==> src/rtl/sgi_filt_pkg.sv <==
package sgi_filt_pkg;

    typedef enum logic [1:0] {
        GRP_G0   = 2'b00,
        GRP_G1S  = 2'b01,
        GRP_G1NS = 2'b10,
        GRP_RSVD = 2'b11
    } grp_e;

    typedef enum logic [2:0] {
        V_IDLE       = 3'd0,
        V_ACCEPT     = 3'd1,
        V_DROP_CODE  = 3'd2,
        V_DROP_GROUP = 3'd3,
        V_DROP_GRADE = 3'd4
    } verdict_e;

    localparam int unsigned GRADE_G0_MIN = 1;
    localparam int unsigned GRADE_G1_MIN = 2;

endpackage

==> src/rtl/sgi_group_resolve.sv <==
module sgi_group_resolve
    import sgi_filt_pkg::*;
#(
    parameter int NUM_SGI = 16,
    localparam int ID_W = $clog2(NUM_SGI)
) (
    input  logic [NUM_SGI-1:0] cfg_group,
    input  logic [NUM_SGI-1:0] cfg_grpmod,
    input  logic [ID_W-1:0]    sel_id,
    output grp_e               cfg_grp
);

    grp_e per_irq [NUM_SGI];

    generate
        for (genvar g = 0; g < NUM_SGI; g++) begin : g_decode
            always_comb begin
                if (cfg_group[g])
                    per_irq[g] = GRP_G1NS;
                else if (cfg_grpmod[g])
                    per_irq[g] = GRP_G1S;
                else
                    per_irq[g] = GRP_G0;
            end
        end
    endgenerate

    assign cfg_grp = per_irq[sel_id];

    always_comb begin
        assert_never_rsvd_R2: assert (cfg_grp != GRP_RSVD);
    end

endmodule

==> src/rtl/sgi_grade_gate.sv <==
module sgi_grade_gate
    import sgi_filt_pkg::*;
#(
    parameter int NUM_SGI = 16,
    parameter int ACC_W   = 2,
    localparam int ID_W   = $clog2(NUM_SGI),
    localparam int WORD_W = NUM_SGI * ACC_W
) (
    input  logic [WORD_W-1:0] cfg_nsacc,
    input  logic [ID_W-1:0]   sel_id,
    input  grp_e              cfg_grp,
    input  logic              req_ns,
    input  logic              sec_disable,
    output logic              permit,
    output logic [ACC_W-1:0]  grade
);

    logic checked;

    assign grade   = cfg_nsacc[sel_id*ACC_W +: ACC_W];
    assign checked = req_ns && !sec_disable;

    always_comb begin
        if (!checked)
            permit = 1'b1;
        else if (cfg_grp == GRP_G0)
            permit = (int'(grade) >= GRADE_G0_MIN);
        else
            permit = (int'(grade) >= GRADE_G1_MIN);
    end

    always_comb begin
        assert_zero_grade_R7: assert (!(checked && grade == '0 && permit));
    end

endmodule

==> src/rtl/sgi_accept_filter.sv <==
module sgi_accept_filter
    import sgi_filt_pkg::*;
#(
    parameter int NUM_SGI = 16,
    parameter int ACC_W   = 2,
    localparam int ID_W   = $clog2(NUM_SGI),
    localparam int WORD_W = NUM_SGI * ACC_W
) (
    input  logic               clk,
    input  logic               rst_n,
    input  logic               req_valid,
    input  logic [ID_W-1:0]    req_id,
    input  logic [1:0]         req_grp,
    input  logic               req_ns,
    input  logic [NUM_SGI-1:0] cfg_group,
    input  logic [NUM_SGI-1:0] cfg_grpmod,
    input  logic [WORD_W-1:0]  cfg_nsacc,
    input  logic               sec_disable,
    output logic [NUM_SGI-1:0] set_pend_vec
);

    grp_e             cfg_grp;
    grp_e             req_code;
    grp_e             eff_grp;
    logic             permit;
    logic [ACC_W-1:0] grade;
    verdict_e         verdict_nxt;
    verdict_e         verdict_q;
    logic [ID_W-1:0]  id_q;

    sgi_group_resolve #(.NUM_SGI(NUM_SGI)) u_resolve (
        .cfg_group  (cfg_group),
        .cfg_grpmod (cfg_grpmod),
        .sel_id     (req_id),
        .cfg_grp    (cfg_grp)
    );

    sgi_grade_gate #(.NUM_SGI(NUM_SGI), .ACC_W(ACC_W)) u_gate (
        .cfg_nsacc   (cfg_nsacc),
        .sel_id      (req_id),
        .cfg_grp     (cfg_grp),
        .req_ns      (req_ns),
        .sec_disable (sec_disable),
        .permit      (permit),
        .grade       (grade)
    );

    assign req_code = grp_e'(req_grp);

    always_comb begin
        if (req_code == GRP_G1S && cfg_grp == GRP_G0)
            eff_grp = GRP_G0;
        else
            eff_grp = req_code;
    end

    always_comb begin
        if (!req_valid)
            verdict_nxt = V_IDLE;
        else if (req_code == GRP_RSVD)
            verdict_nxt = V_DROP_CODE;
        else if (eff_grp != cfg_grp)
            verdict_nxt = V_DROP_GROUP;
        else if (!permit)
            verdict_nxt = V_DROP_GRADE;
        else
            verdict_nxt = V_ACCEPT;
    end

    always_ff @(posedge clk) begin
        if (!rst_n) begin
            verdict_q <= V_IDLE;
            id_q      <= '0;
        end else begin
            verdict_q <= verdict_nxt;
            id_q      <= req_id;
        end
    end

    always_comb begin
        set_pend_vec = '0;
        unique case (verdict_q)
            V_ACCEPT:     set_pend_vec[id_q] = 1'b1;
            V_IDLE,
            V_DROP_CODE,
            V_DROP_GROUP,
            V_DROP_GRADE: set_pend_vec = '0;
            default:      set_pend_vec = '0;
        endcase
    end

    assert_onehot_R9: assert property (@(posedge clk) disable iff (!rst_n)
        $onehot0(set_pend_vec));

    assert_idle_R10: assert property (@(posedge clk) disable iff (!rst_n)
        !req_valid |=> (set_pend_vec == '0));

    assert_rsvd_R3: assert property (@(posedge clk) disable iff (!rst_n)
        (req_valid && req_grp == 2'b11) |=> (set_pend_vec == '0));

    assert_grade_R7: assert property (@(posedge clk) disable iff (!rst_n)
        (req_valid && req_ns && !sec_disable && grade == '0) |=> (set_pend_vec == '0));

    assert_g1ns_mismatch_R5: assert property (@(posedge clk) disable iff (!rst_n)
        (req_valid && req_grp == 2'b00 && cfg_group[req_id]) |=> (set_pend_vec == '0));

    assert_strobe_bit_R9: assert property (@(posedge clk) disable iff (!rst_n)
        (req_valid && eff_grp == cfg_grp && req_code != GRP_RSVD && permit)
            |=> (set_pend_vec[$past(req_id)] == 1'b1));

endmodule

==> config.mk <==
export PLATFORM = sky130hd
export DESIGN_NAME = sgi_accept_filter
export DESIGN_NICKNAME = d
export VERILOG_FILES = /design/src/rtl/sgi_filt_pkg.sv /design/src/rtl/sgi_group_resolve.sv /design/src/rtl/sgi_grade_gate.sv /design/src/rtl/sgi_accept_filter.sv
export SDC_FILE = /design/constraint.sdc
export NUM_CORES = 1
export LEC_CHECK = 0
export BUFFER_PORTS_ARGS = -buffer_cell sky130_fd_sc_hd__buf_2
export CORE_MARGIN = 5
export CORE_UTILIZATION = 38
export CTS_BUF_LIST = sky130_fd_sc_hd__clkbuf_8 sky130_fd_sc_hd__clkbuf_16
export DETAILED_ROUTE_END_ITERATION = 8
export GPL_ROUTABILITY_DRIVEN = 0
export PLACE_DENSITY = 0.83
export RECOVER_POWER = 25
export SYNTH_ARGS = -nofsm -noshare
export SYNTH_HDL_FRONTEND = slang
export SYNTH_SLANG_ARGS = --single-unit
==> constraint.sdc <==
create_clock -name clk -period 2.1 [get_ports clk]
set_clock_uncertainty 0.2 [all_clocks]
set_input_delay 0 -clock clk [delete_from_list [all_inputs] [get_ports clk]]
set_output_delay 0 -clock clk [all_outputs]
set_load 0.05 [all_outputs]
# After elaboration in Yosys (flattened, before gate mapping)
# Cells that the tools add are included.
dict set report word_totals {
  wordCells 69
  input_bits 75
  ff_bits 7
  output_inout_bits 16
}
dict set report classes {
  eq_ne 4
  reduce_logical 8
  magnitude_cmp 5
  bitwise 3
  n_mux 44
  shift 1
}
# op count
set op_table {}
lappend op_table {{2-to-1 mux 2 bit} 21}
lappend op_table {{indexed part select 32 x 6 -> 2 bit} 1}
lappend op_table {{2-to-1 mux 1 bit} 19}
lappend op_table {{2-to-1 mux 16 bit} 1}
lappend op_table {{binary-select mux 2 bit (select 4 bit)} 1}
lappend op_table {{greater-or-equal comparator 5 bit (second input constant)} 1}
lappend op_table {{< comparator 4 x 5 -> 1 bit (second input constant)} 1}
lappend op_table {{NOT 4 -> 5 bit} 1}
lappend op_table {{demux 1 bit (select 4 bit)} 1}
lappend op_table {{greater-or-equal comparator 4 x 1 -> 1 bit (second input constant)} 1}
lappend op_table {{OR reduction 4 bit} 1}
lappend op_table {{== test 3 x 1 -> 1 bit (second input constant)} 1}
lappend op_table {{logical AND 1 bit} 3}
lappend op_table {{2-to-1 mux 3 bit} 1}
lappend op_table {{OR reduction 3 bit} 1}
lappend op_table {{== test 2 x 1 -> 1 bit (second input constant)} 1}
lappend op_table {{== test 2 bit (second input constant)} 1}
lappend op_table {{greater-or-equal comparator 2 x 1 -> 1 bit (second input constant)} 1}
lappend op_table {{greater-or-equal comparator 2 bit (second input constant)} 1}
lappend op_table {{zero test 2 bit} 1}
lappend op_table {{inequality test 2 bit} 1}
lappend op_table {{NOT 1 bit} 2}
lappend op_table {{AND reduction 2 bit} 1}
lappend op_table {{zero test 1 bit} 1}

# Logic depth before layout (Yosys ltp)
dict set report logic_depth {
  word_depth 11
  depth_mapped 8
  mapped_depth_nobuf 6
}

# Hierarchy
# A second synthesis with hierarchy kept.
dict set report unflattened {
  cells_unflattened 131
  area_unflattened_um2 1158.6
}
# mod area_per_inst_um2 seq_area_each_um2 n_inst cells_per_inst
set modules_own_cells {}
lappend modules_own_cells {sgi_group_resolve 434.2 0.0 1 55}
lappend modules_own_cells {sgi_accept_filter 406.6 140.1 1 47}
lappend modules_own_cells {sgi_grade_gate 317.8 0.0 1 29}

# Worst setup path before layout
# OpenSTA, ideal clock, no wires.
dict set report synth_path {
  path_kind {register to output}
  start {register id_q[2]}
  end {output port set_pend_vec[0]}
  required_ns 1.900
  path_stages_with_launch 4
  slack_ns 0.051
  arrival_time_ns 1.849
  path_cell_list {dfxtp_1 > nor4b_1 > nand2b_1 > nor3_1}
}
dict set report synth_between {
  elab_chain_len 5
  elab_cells_between_ends 6
  classes_between {2 x order compare; 3 x mux; 1 x reduce/logical}
}
# item line
set synth_rtl {}
lappend synth_rtl {{start: declaration} sgi_accept_filter.sv:29} ;# logic [ID_W-1:0] id_q;
lappend synth_rtl {{start signal: assignment} sgi_accept_filter.sv:76} ;# id_q <= req_id;
lappend synth_rtl {{< comparator 4 x 5 -> 1 bit (implied by the code) or greater-or-equal comparator 4 x 1 -> 1 bit (tied branches)} sgi_accept_filter.sv:83} ;# V_ACCEPT: set_pend_vec[id_q] = 1'b1;
lappend synth_rtl {{logical AND 1 bit (implied by the code)} sgi_accept_filter.sv:83}
lappend synth_rtl {{2-to-1 mux 1 bit (implied by the code)} sgi_accept_filter.sv:83}
lappend synth_rtl {{demux 1 bit (select 4 bit) *} sgi_accept_filter.sv:83}
lappend synth_rtl {{2-to-1 mux 16 bit *} sgi_accept_filter.sv:82} ;# unique case (verdict_q)
lappend synth_rtl {{end: declaration} sgi_accept_filter.sv:19} ;# output logic [NUM_SGI-1:0] set_pend_vec
# Mark *: on every way between the ends. The rest lies on a longest branch, timed or not.

# Final worst setup path
dict set report layout_path {
  start {register id_q[2]}
  end {output port set_pend_vec[5]}
}
# The elaborated chain is that of the path after synthesis.

==> flow_metrics.py <==
metrics = {
    "outcome": {
        "status": "completed",
    },
    "synthesis": {
        "synthTopCellsByCount": "nor2_1 (14), nand2b_1 (12), nand2_1 (11)",
        "synth-simple-area-share_pct": 30.4,
        "synth-adder-area-share_pct": 0,
        "synth_xor_area_share_pct": 0.828,
        "synthesis.area_um2": 1060,
        "synth_cell_types": 36,
        "postSynthAreaPerCell_um2": 9.04,
        "synth_ff_type": "dfxtp_1",
        "syn-num-nets": 192,
        "synth.area.mux_share_pct": 37.0,
        "yosysSeqAreaShare_pct": 13.3,
        "synth.top_cell.area_share_pct": 17.0,
        "synthCells": 117,
        "yosysMostFrequentCell": "nor2_1",
        "synth_top_family_by_area": "multiplexers",
        "synth_compound_area_share_pct": 13.8,
        "ys_seq_elements": 7,
        "synth_edf_count": 0,
        "synth_top_area_cell": "mux4_2",
        "ys_warn_count": 0,
        "synth_area_leaders": "mux4_2 (17%), mux4_1 (15%), dfxtp_1 (13%), nand2b_1 (7.1%), nor2_1 (5.0%)",
        "async_flop_share_pct": 0,
    },
    "die": {
        "die_area_um2": 3940,
        "core_area_um2": 2710,
        "num_io_pins": 91,
        "die_h_um": 62.7,
        "rows": 19,
        "initial_core_util_pct": 39.0,
        "die_w_um": 62.7,
    },
    "global_route": {
        "grt_max_degree": 17,
        "grt_overflow": 0,
        "grt_pass1_wl_um": 5380,
        "antenna_found_initial": 0,
        "grt_pass1_vias": 1354,
        "grt_use_total_pct": 16.4,
    },
    "detailed_routing": {
        "drt_iter0_markers": 30,
        "routed_via_density": 5.42,
        "drc": 0,
        "totalWireLength_um": 3430,
        "wire_per_inst_um": 13.8,
        "vias": 1344,
        "postRouteAntennaNets": 0,
        "drt_pass1_iterations": 4,
    },
    "pwr": {
        "ir_worst_vdd_v": 0.000272,
        "total_power_mw": 0.592,
        "leakagePower_nw": 0.813,
        "powerDensity_nw_per_um2": 356,
    },
    "cts": {
        "htreeDepth": 1,
        "cts_buffer_depth": 2,
        "cts_tree": "built",
        "root_buffer": "clkbuf_8",
        "cts_setup_buffers": 0,
        "cts_resized": 0,
        "cts_hold_buffers": 9,
        "cts_made_buffers": 3,
        "cts.sinks": 7,
        "clkTransAtPathRegs_ns": 0.04,
    },
    "cells_and_area": {
        "design_area_um2": 1660,
        "antenna_cells": 0,
        "nNetsFinal": 293,
        "instances_no_fill": 248,
        "syn_to_final_growth_pct": 57.3,
        "drive_above_1_share_pct": 48.8,
    },
    "worst_setup_path": {
        "cpPeakStageDelay_ns": 0.47,
        "critPathCaptureType": "output pin",
        "crit_buf_inv": 1,
        "critPathKind": "reg -> out",
        "crit_slowest_cell": "clkbuf_1",
        "cp.arrival_ns": 1.65,
        "crit_family": "simple AND/OR/NAND/NOR gates",
        "cp-startpoint": "id_q[2]$_SDFF_PN0_",
        "crit_fanout": 4,
        "crit_chain": "nor4bb_1, nand2b_1, nor2_1, clkbuf_1",
        "crit_required_ns": 1.90,
        "crit_cells": 4,
        "crit_path_end": "set_pend_vec[5]",
        "worst_setup_path_start_kind": "register",
    },
    "sta": {
        "rsz0062_at_grt": "no",
        "setup_slack_ns": 0.247,
        "fmax_mhz": 540,
        "hold_viol_final": 0,
        "worst-slew-pin-transition_ns": 0.594,
        "relSlewSlack_pct": 60.6,
        "drv_slew": 0,
        "final.period_utilization_pct": 88.2,
        "setup_tns_ns": 0,
        "setup_viol": 0,
        "fin_crit_ns": 1.85,
    },
    "place": {
        "dpl.cell_count": 235,
        "dp_hpwl_um": 2950,
        "io_buffers": 90,
        "post_dp_cell_area_um2": 1530,
        "pre_cts_ws_ns": 0.107,
    },
    "hold_path": {
        "min_path_type": "in -> reg",
    },
    "flow_run": {
        "cap_viol_max_count": 0,
    },
}
==> where the power goes <==
part           switching [mW]  total, mW  internal, mW  leakage (nW)
logic                   0.111      0.258         0.147         0.728
clock network          0.0603      0.187         0.127        0.0269
registers             0.00600      0.147         0.141        0.0579
==> placed cells by master, fill, tap and decap left out, types with 2 or more instances in the layout <==
cell type | synthesis | layout
clkbuf_1 | 0 | 3
dlygate4sd3_1 | 0 | 9
nand2_1 | 11 | 11
o21ai_0 | 2 | 2
nor3_1 | 4 | 4
nand3_1 | 3 | 3
buf_2 | 3 | 87
mux4_1 | 6 | 6
and2_1 | 4 | 2
a21o_1 | 3 | 3
mux4_2 | 8 | 8
mux2i_1 | 2 | 2
dfxtp_1 | 7 | 7
nand4_1 | 2 | 2
buf_4 | 1 | 3
o211ai_1 | 2 | 2
and2_0 | 0 | 2
a21oi_1 | 2 | 2
nand2b_1 | 12 | 12
nor2b_1 | 6 | 6
a31oi_1 | 4 | 4
mux2_2 | 3 | 3
clkbuf_8 | 0 | 3
nor2_1 | 14 | 14
inv_1 | 3 | 4
==> how the worst min path moves through the flow <==
| stage | cells after the start | to | slack, ns | startpoint |
|---|---|---|---|---|
| detailed placement | 2 | id_q[3]$_SDFF_PN0_ | 0.06 | req_id[3] |
| global placement | 2 | id_q[3]$_SDFF_PN0_ | 0.07 | req_id[3] |
| global route | 2 | id_q[0]$_SDFF_PN0_ | 0.09 | req_id[0] |
| CTS | 2 | id_q[0]$_SDFF_PN0_ | 0.04 | req_id[0] |
| floorplan | 1 | id_q[3]$_SDFF_PN0_ | -0.08 | req_id[3] |
| finish | 2 | id_q[0]$_SDFF_PN0_ | 0.04 | req_id[0] |
==> kinds of logic (layout without fill, tap and decap cells) <==
logic type,count (synthesis),count (layout)
DFF,7,7
xor gates and xnor gates,1,1
buffers and inverters,9,109
muxes,19,19
AOI/OAI and AO/OA,20,20
and+or+nand+nor,61,61
==> registers in the layout (all words and copies together), names as in the netlist <==
name,count
id_q,4
verdict_q,3
==> metal layers <==
metal	share of wire (%)	vias to the layer above	wire, um	global-route usage, %
met1	34	615	1170	16.3
met3	11	6	372	5.04
li1	-	650	-	-
met4	1.9	0	65	7.96
met5	0	-	0	0
met2	53	73	1830	30.3
==> stage by stage <==
step / util, % / hold WS, ns
2_1_floorplan: - / -0.0783
3_3_place_gp: 56.5 / 0.0666
3_5_place_dp: 56.5 / 0.0578
4_1_cts: 61.5 / 0.0369
5_1_grt: 61.4 / 0.0885
6_report: 61.4 / 0.0375
==> final cells by class <==
cell class	instances	area (um2)
fillers	238	1050
multi-input cells	101	868
repair buffers	102	559
flip-flops and latches	7	140
clock buffers	3	41.3
well taps	31	38.8
inverters	3	11.3
clock inverters	1	3.75
No activity file was read; power rests on OpenSTA's default activity.
